$ cat config.mk
export PLATFORM = sky130hd
export DESIGN_NAME = fhSlotController
export DESIGN_NICKNAME = d
export VERILOG_FILES = /design/src/rtl/fhPkg.sv /design/src/rtl/fhHopGen.sv /design/src/rtl/fhDatapath.sv /design/src/rtl/fhControl.sv /design/src/rtl/fhSlotController.sv
export SDC_FILE = /design/constraint.sdc
export NUM_CORES = 1
export LEC_CHECK = 0
export BUFFER_PORTS_ARGS = -buffer_cell sky130_fd_sc_hd__buf_4
export CAP_MARGIN = 20
export CORE_ASPECT_RATIO = 2
export CORE_MARGIN = 3
export CORE_UTILIZATION = 30
export DETAILED_ROUTE_END_ITERATION = 8
export PLACE_DENSITY_LB_ADDON = 0.08
export SLEW_MARGIN = 40
export SYNTH_ARGS = -nofsm -noshare
export SYNTH_HDL_FRONTEND = slang
export SYNTH_SLANG_ARGS = --single-unit
$ cat constraint.sdc
create_clock -name clk -period 13.15 [get_ports clk]
set_clock_uncertainty 0.15 [all_clocks]
set_input_delay 1.315 -clock clk [delete_from_list [all_inputs] [get_ports clk]]
set_output_delay 1.315 -clock clk [all_outputs]
set_load 0.05 [all_outputs]
$ cat src/rtl/fhPkg.sv
package fhPkg;
  localparam int ADDR_W   = 48;
  localparam int NUM_CHAN = 79;
  localparam int CHAN_W   = $clog2(NUM_CHAN);

  typedef struct packed {
    logic startPkt;
  } ctrlStrobe_t;

  typedef struct packed {
    logic slotEdge;
    logic nextEven;
  } dpStatus_t;

  typedef enum logic [1:0] {
    ST_IDLE = 2'd0,
    ST_WAIT = 2'd1,
    ST_MTX  = 2'd2,
    ST_SRX  = 2'd3
  } ctrlState_t;
endpackage

$ cat src/rtl/fhHopGen.sv
module fhHopGen
  import fhPkg::*;
#(
  parameter int HOP_STEPS = 8
) (
  input  logic [15:0]       seedWord,
  input  logic [7:0]        phaseOff,
  input  logic [7:0]        slotLow,
  output logic [CHAN_W-1:0] chan
);
  logic [7:0]  effSlot;
  logic [15:0] mixState;

  always_comb begin
    effSlot  = slotLow + phaseOff;
    mixState = seedWord ^ {effSlot, effSlot};
    if (mixState == 16'h0000) mixState = 16'hACE1;
    for (int i = 0; i < HOP_STEPS; i++) begin
      mixState = {mixState[14:0],
                  mixState[15] ^ mixState[13] ^ mixState[12] ^ mixState[10]};
    end
    chan = CHAN_W'(mixState % 16'(NUM_CHAN));
  end
endmodule

$ cat src/rtl/fhDatapath.sv
module fhDatapath
  import fhPkg::*;
#(
  parameter int SLOT_TICKS = 31250,
  parameter int SLOT_W     = 8,
  parameter int HOP_STEPS  = 8
) (
  input  logic              clk,
  input  logic              rstN,
  input  logic [ADDR_W-1:0] masterAddr,
  input  ctrlStrobe_t       strobe,
  input  logic              inTx,
  output dpStatus_t         status,
  output logic [SLOT_W-1:0] slotCnt,
  output logic [CHAN_W-1:0] chanIdx
);
  localparam int TICK_W = (SLOT_TICKS > 1) ? $clog2(SLOT_TICKS) : 1;
  localparam logic [TICK_W-1:0] TICK_LAST = TICK_W'(SLOT_TICKS - 1);

  logic [TICK_W-1:0] tickCnt;
  logic [SLOT_W-1:0] startSlot;
  logic [SLOT_W-1:0] hopSlot;
  logic [15:0]       seedWord;
  logic [7:0]        phaseOff;
  logic              slotEdge;

  assign slotEdge = (tickCnt == TICK_LAST);
  assign status.slotEdge = slotEdge;
  assign status.nextEven = slotCnt[0];

  always_ff @(posedge clk or negedge rstN) begin
    if (!rstN) begin
      tickCnt <= '0;
      slotCnt <= '0;
    end else if (slotEdge) begin
      tickCnt <= '0;
      slotCnt <= slotCnt + 1'b1;
    end else begin
      tickCnt <= tickCnt + 1'b1;
    end
  end

  always_ff @(posedge clk or negedge rstN) begin
    if (!rstN) startSlot <= '0;
    else if (strobe.startPkt) startSlot <= slotCnt + 1'b1;
  end

  assign seedWord = masterAddr[15:0] ^ masterAddr[47:32];
  assign phaseOff = masterAddr[23:16] ^ masterAddr[31:24];
  assign hopSlot  = inTx ? startSlot : slotCnt;

  fhHopGen #(.HOP_STEPS(HOP_STEPS)) i_hop (
    .seedWord(seedWord),
    .phaseOff(phaseOff),
    .slotLow (8'(hopSlot)),
    .chan    (chanIdx)
  );

  assert_slot_step_R2: assert property (@(posedge clk) disable iff (!rstN)
    slotEdge |=> slotCnt == SLOT_W'($past(slotCnt) + 1'b1));

  assert_start_even_R3: assert property (@(posedge clk) disable iff (!rstN)
    strobe.startPkt |=> (slotCnt[0] == 1'b0) && (startSlot == slotCnt));
endmodule

$ cat src/rtl/fhControl.sv
module fhControl
  import fhPkg::*;
(
  input  logic        clk,
  input  logic        rstN,
  input  logic        txReq,
  input  logic [2:0]  txLen,
  input  logic [2:0]  destAddr,
  input  dpStatus_t   status,
  output ctrlStrobe_t strobe,
  output logic        inTx,
  output logic        busy,
  output logic        bcast,
  output logic [2:0]  destOut,
  output logic        lenErr
);
  ctrlState_t state;
  logic [2:0] remaining;
  logic [2:0] lenReg;
  logic [2:0] destReg;
  logic       lenOk;

  assign lenOk = (txLen == 3'd1) || (txLen == 3'd3) || (txLen == 3'd5);
  assign strobe.startPkt = (state == ST_WAIT) && status.slotEdge && status.nextEven;

  always_ff @(posedge clk or negedge rstN) begin
    if (!rstN) begin
      state     <= ST_IDLE;
      remaining <= '0;
      lenReg    <= '0;
      destReg   <= '0;
      lenErr    <= 1'b0;
    end else begin
      lenErr <= (state == ST_IDLE) && txReq && !lenOk;
      unique case (state)
        ST_IDLE: if (txReq && lenOk) begin
          state   <= ST_WAIT;
          lenReg  <= txLen;
          destReg <= destAddr;
        end
        ST_WAIT: if (strobe.startPkt) begin
          state     <= ST_MTX;
          remaining <= lenReg - 3'd1;
        end
        ST_MTX: if (status.slotEdge) begin
          if (remaining == 3'd0) state <= ST_SRX;
          else remaining <= remaining - 3'd1;
        end
        ST_SRX: if (status.slotEdge) state <= ST_IDLE;
        default: state <= ST_IDLE;
      endcase
    end
  end

  assign inTx    = (state == ST_MTX);
  assign busy    = (state != ST_IDLE);
  assign bcast   = inTx && (destReg == 3'd0);
  assign destOut = inTx ? destReg : 3'd0;

  assert_lenerr_idle_R7: assert property (@(posedge clk) disable iff (!rstN)
    lenErr |-> !busy);

  assert_lenerr_pulse_R7: assert property (@(posedge clk) disable iff (!rstN)
    lenErr |=> !lenErr);

  assert_ignore_busy_R9: assert property (@(posedge clk) disable iff (!rstN)
    (busy && txReq) |=> !lenErr);
endmodule

$ cat src/rtl/fhSlotController.sv
module fhSlotController
  import fhPkg::*;
#(
  parameter int SLOT_TICKS = 31250,
  parameter int SLOT_W     = 8,
  parameter int HOP_STEPS  = 8
) (
  input  logic              clk,
  input  logic              rstN,
  input  logic [47:0]       masterAddr,
  input  logic              txReq,
  input  logic [2:0]        txLen,
  input  logic [2:0]        destAddr,
  output logic [SLOT_W-1:0] slotIdx,
  output logic [6:0]        chanIdx,
  output logic              txPhase,
  output logic              busy,
  output logic              bcast,
  output logic [2:0]        destOut,
  output logic              lenErr
);
  ctrlStrobe_t strobe;
  dpStatus_t   status;

  fhControl i_ctrl (
    .clk     (clk),
    .rstN    (rstN),
    .txReq   (txReq),
    .txLen   (txLen),
    .destAddr(destAddr),
    .status  (status),
    .strobe  (strobe),
    .inTx    (txPhase),
    .busy    (busy),
    .bcast   (bcast),
    .destOut (destOut),
    .lenErr  (lenErr)
  );

  fhDatapath #(
    .SLOT_TICKS(SLOT_TICKS),
    .SLOT_W    (SLOT_W),
    .HOP_STEPS (HOP_STEPS)
  ) i_dp (
    .clk       (clk),
    .rstN      (rstN),
    .masterAddr(masterAddr),
    .strobe    (strobe),
    .inTx      (txPhase),
    .status    (status),
    .slotCnt   (slotIdx),
    .chanIdx   (chanIdx)
  );

  assert_chan_range_R1: assert property (@(posedge clk) disable iff (!rstN)
    chanIdx < 7'd79);

  assert_rise_even_R3: assert property (@(posedge clk) disable iff (!rstN)
    $rose(txPhase) |-> (slotIdx[0] == 1'b0));

  assert_chan_hold_R4: assert property (@(posedge clk) disable iff (!rstN)
    (txPhase && $past(txPhase)) |-> $stable(chanIdx));

  assert_reply_slot_R5: assert property (@(posedge clk) disable iff (!rstN)
    $fell(txPhase) |-> (busy && slotIdx[0]));

  assert_bcast_tx_R10: assert property (@(posedge clk) disable iff (!rstN)
    bcast |-> (txPhase && destOut == 3'd0));
endmodule

==> flow_summary_export.csv <==
group,metric,value,unit
die,core_area,20000,um^2
route,drc,0,
global_routing,grt_pass1_vias,6143,
clock_network,ctsLongestPathBuffers,2,
sta,finalHoldViolCount,0,
setup_path,r2r-start,"i_dp.tickCnt[2]$_DFF_PN0_",
yosys,yosys-top-cells-area,"dfrtp_1 (18%), xnor2_1 (7.7%), xor2_1 (6.3%)",
setup_path,critPathBufInv,4,
clock_network,worstSkewPairLatency,290,ps
clock_network,path_clk_slew,60,ps
route,post_drt_wl_per_cell,18.0,um
yosys,syn_area,6140,um^2
setup_path,r2r_cells,8,
yosys,yosysUniqueCellTypes,110,
yosys,synth_top_area_share,0.175,
clock_network,h-tree-depth,2,
setup_path,cp_num_cells,40,
die,floorplan.die.width,107,um
clock_network,cts_made_buffers,5,
route,vias,6000,
cells_and_area,design_area,7470,um^2
clock_network,cts-hold-fix-buffers,0,
route,first_pass_iters,4,
setup_path,r2r_slack,10610,ps
yosys,synth_top_cell_by_area,"dfrtp_1",
yosys,synth-seq-cells,43,
sta,final_max_slew_viol_count,0,
sta,setup_viol,0,
die,die_y,208,um
setup_path,crit_path_end,"chanIdx[3]",
setup_path,path_delay_family,"compound AO/OA/AOI/OAI gates",
route,wirelength,19700,um
placement,routabilityCongestion,0.870,
placement,placed_area,7200,um^2
setup_path,crit_fanout,6,
setup_path,start_kind,"input pin",
sta,worst_pin_slew,784,ps
yosys,ys_warn_count,0,
clock_network,clkSinkCount,43,
job,max-cap-violations,0,
global_routing,antenna_found_initial,0,
setup_path,r2r-end,"i_ctrl.state[1]$_DFFE_PN0P_",
setup_path,crit_top_cell,"buf_4",
cells_and_area,area_delta_synth_final,21.6,%
setup_path,cp-end-kind,"output port",
sta,finalCriticalPeriod,12510,ps
yosys,synth.net_count,807,
die,initial_core_util,0.307,
setup_path,max_stage_delay,510,ps
setup_path,critical_path_class,"input pin to output port",
yosys,avgSynthCellArea,8.40,um^2
clock_network,cts_tree,"yes",
sta,slew_headroom,0.474,
cells_and_area,n_antenna_cell,0,
run_status,outcome,"completed",
sta,post-route-period-util,0.951,
placement,hpwl,16500,um
global_routing,grt_max_degree,44,
yosys,yosys-top-cells-count,"nand2_1 (74), nor2_1 (59), xnor2_1 (54), xor2_1 (44), dfrtp_1 (43)",
cells_and_area,drive_gt1_frac,0.261,
route,drt-initial-drc-count,221,
setup_path,required,11690,ps
global_routing,gr-total-overflow,0,
clock_network,root_buffer,"clkbuf_16",
setup_path,worstSetupStartpoint,"masterAddr[24]",
min_path,hp-class,"flip-flop to flip-flop",
sta,fmax,0.0799,GHz
setup_path,arrival,11040,ps
die,pin_count,79,
sta,rsz0062_at_grt,"no",
route,vias_per_cell,5.49,
yosys,synthCells,731,
yosys,synth_edf_count,0,
setup_path,crit_slowest_cell,"fa_1",
yosys,synth.most_common_cell,"nand2_1",
yosys,synthArstFlopShare,1.00,
die,dieArea,22300,um^2
route,ant_nets,0,
sta,hold_ws,327,ps
cells_and_area,nets,906,
yosys,synth_ff_type,"dfrtp_1",
global_routing,grt_pass1_wl,31500,um
yosys,seq_area_frac_synth,0.175,
global_routing,grt_usage,0.173,
die,fp-row-count,73,
sta,tns,0,ps
placement,port_buffers,78,
==> area by class of cell <==
cell class                      count  area (um^2)
Clock buffer                        7          133
Multi-Input combinational cell    655         5050
Tap cell                          262          328
Timing Repair Buffer              110          826
Inverter                           15         56.3
Clock inverter                      1         5.00
Fill cell                        2073        12500
Sequential cell                    43         1080
==> metal layers <==
layer / vias to the layer above / global-route usage / part of all wire
li1: 2921 / - / -
met1: 2915 / 0.166 / 0.35
met2: 117 / 0.360 / 0.59
met3: 47 / 0.00900 / 0.019
met4: 0 / 0.0733 / 0.047
met5: - / 0 / 0
==> state kept, by name, summed over array words and instances (netlist names) <==
name,count
i_dp.tickCnt,15
i_dp.slotCnt,8
i_dp.startSlot,8
i_ctrl.destReg,3
i_ctrl.lenReg,3
i_ctrl.remaining,3
i_ctrl.state,2
i_ctrl.lenErr,1
==> placed cells by master, fill, tap and decap left out, types with 5 or more instances in the layout <==
| cell | count |
|---|---|
| ha_1 | 18 |
| and3_1 | 10 |
| nor4_1 | 8 |
| xor2_1 | 42 |
| nand2b_1 | 7 |
| nand3_1 | 25 |
| buf_4 | 110 |
| inv_1 | 13 |
| xnor2_1 | 54 |
| o21a_1 | 11 |
| nor3_1 | 13 |
| clkbuf_16 | 5 |
| and2_1 | 21 |
| or3_1 | 7 |
| a211oi_2 | 5 |
| a21oi_1 | 37 |
| mux2_2 | 18 |
| nor2_1 | 59 |
| nand2_1 | 74 |
| a31o_2 | 5 |
| dfrtp_1 | 43 |
| o211ai_1 | 10 |
| o21ai_1 | 11 |
| a31oi_1 | 9 |
| mux2i_1 | 21 |
| o21ai_0 | 25 |
| xor2_2 | 5 |
| a211oi_1 | 9 |
| nand4_1 | 7 |
==> worst min-delay path by stage <==
stage	from	to	slack (ps)	cells past startpoint
6_report	i_ctrl.lenReg[0]$_DFFE_PN0P_	i_ctrl.lenReg[0]$_DFFE_PN0P_	330	1
3_3_place_gp	i_dp.startSlot[5]$_DFFE_PN0P_	i_dp.startSlot[5]$_DFFE_PN0P_	310	2
2_1_floorplan	i_ctrl.lenReg[0]$_DFFE_PN0P_	i_ctrl.lenReg[0]$_DFFE_PN0P_	290	1
3_5_place_dp	i_ctrl.lenReg[0]$_DFFE_PN0P_	i_ctrl.lenReg[0]$_DFFE_PN0P_	310	1
5_1_grt	i_ctrl.lenReg[0]$_DFFE_PN0P_	i_ctrl.lenReg[0]$_DFFE_PN0P_	360	1
4_1_cts	i_ctrl.lenReg[0]$_DFFE_PN0P_	i_ctrl.lenReg[0]$_DFFE_PN0P_	320	1
==> worst reg2reg max path, cell delays in order (launching register included) <==
cell      delay [ps]
dfrtp_1          430
nor4_1           290
nand4_1          230
nor3_4           280
buf_4            320
nor2_1            80
o21ai_0          180
o211ai_1         170
mux2_2           300
==> what timing repair did <==
item | 4_1_cts | 5_1_grt
setup buffers | 0 | 5
endpoints found under the setup margin | 0 | 7
hold endpoints to repair | 0 | 0
resized for setup | 0 | 16
==> stage by stage <==
stage | util | instances | setup slack, ps
detailed placement | 0.360 | 1080 | 400
global route | 0.373 | 1093 | 5.00
CTS | 0.367 | 1088 | 350
global placement | 0.360 | 1080 | 457
floorplan | - | 731 | 331
finish | 0.373 | 1093 | 642
==> cell families after synthesis <==
logic type,Yosys count,synth area share
xor gates and xnor gates,111,0.184
and+or+nand+nor,269,0.232
DFF,43,0.175
AOI/OAI and AO/OA,210,0.267
adders and majority gates,21,0.0434
buffers and inverters,33,0.0210
muxes,44,0.0778
Power is left out: the tool's default activity adds up to more than one toggle a clock period on the data nets, which glitch-free logic cannot reach.
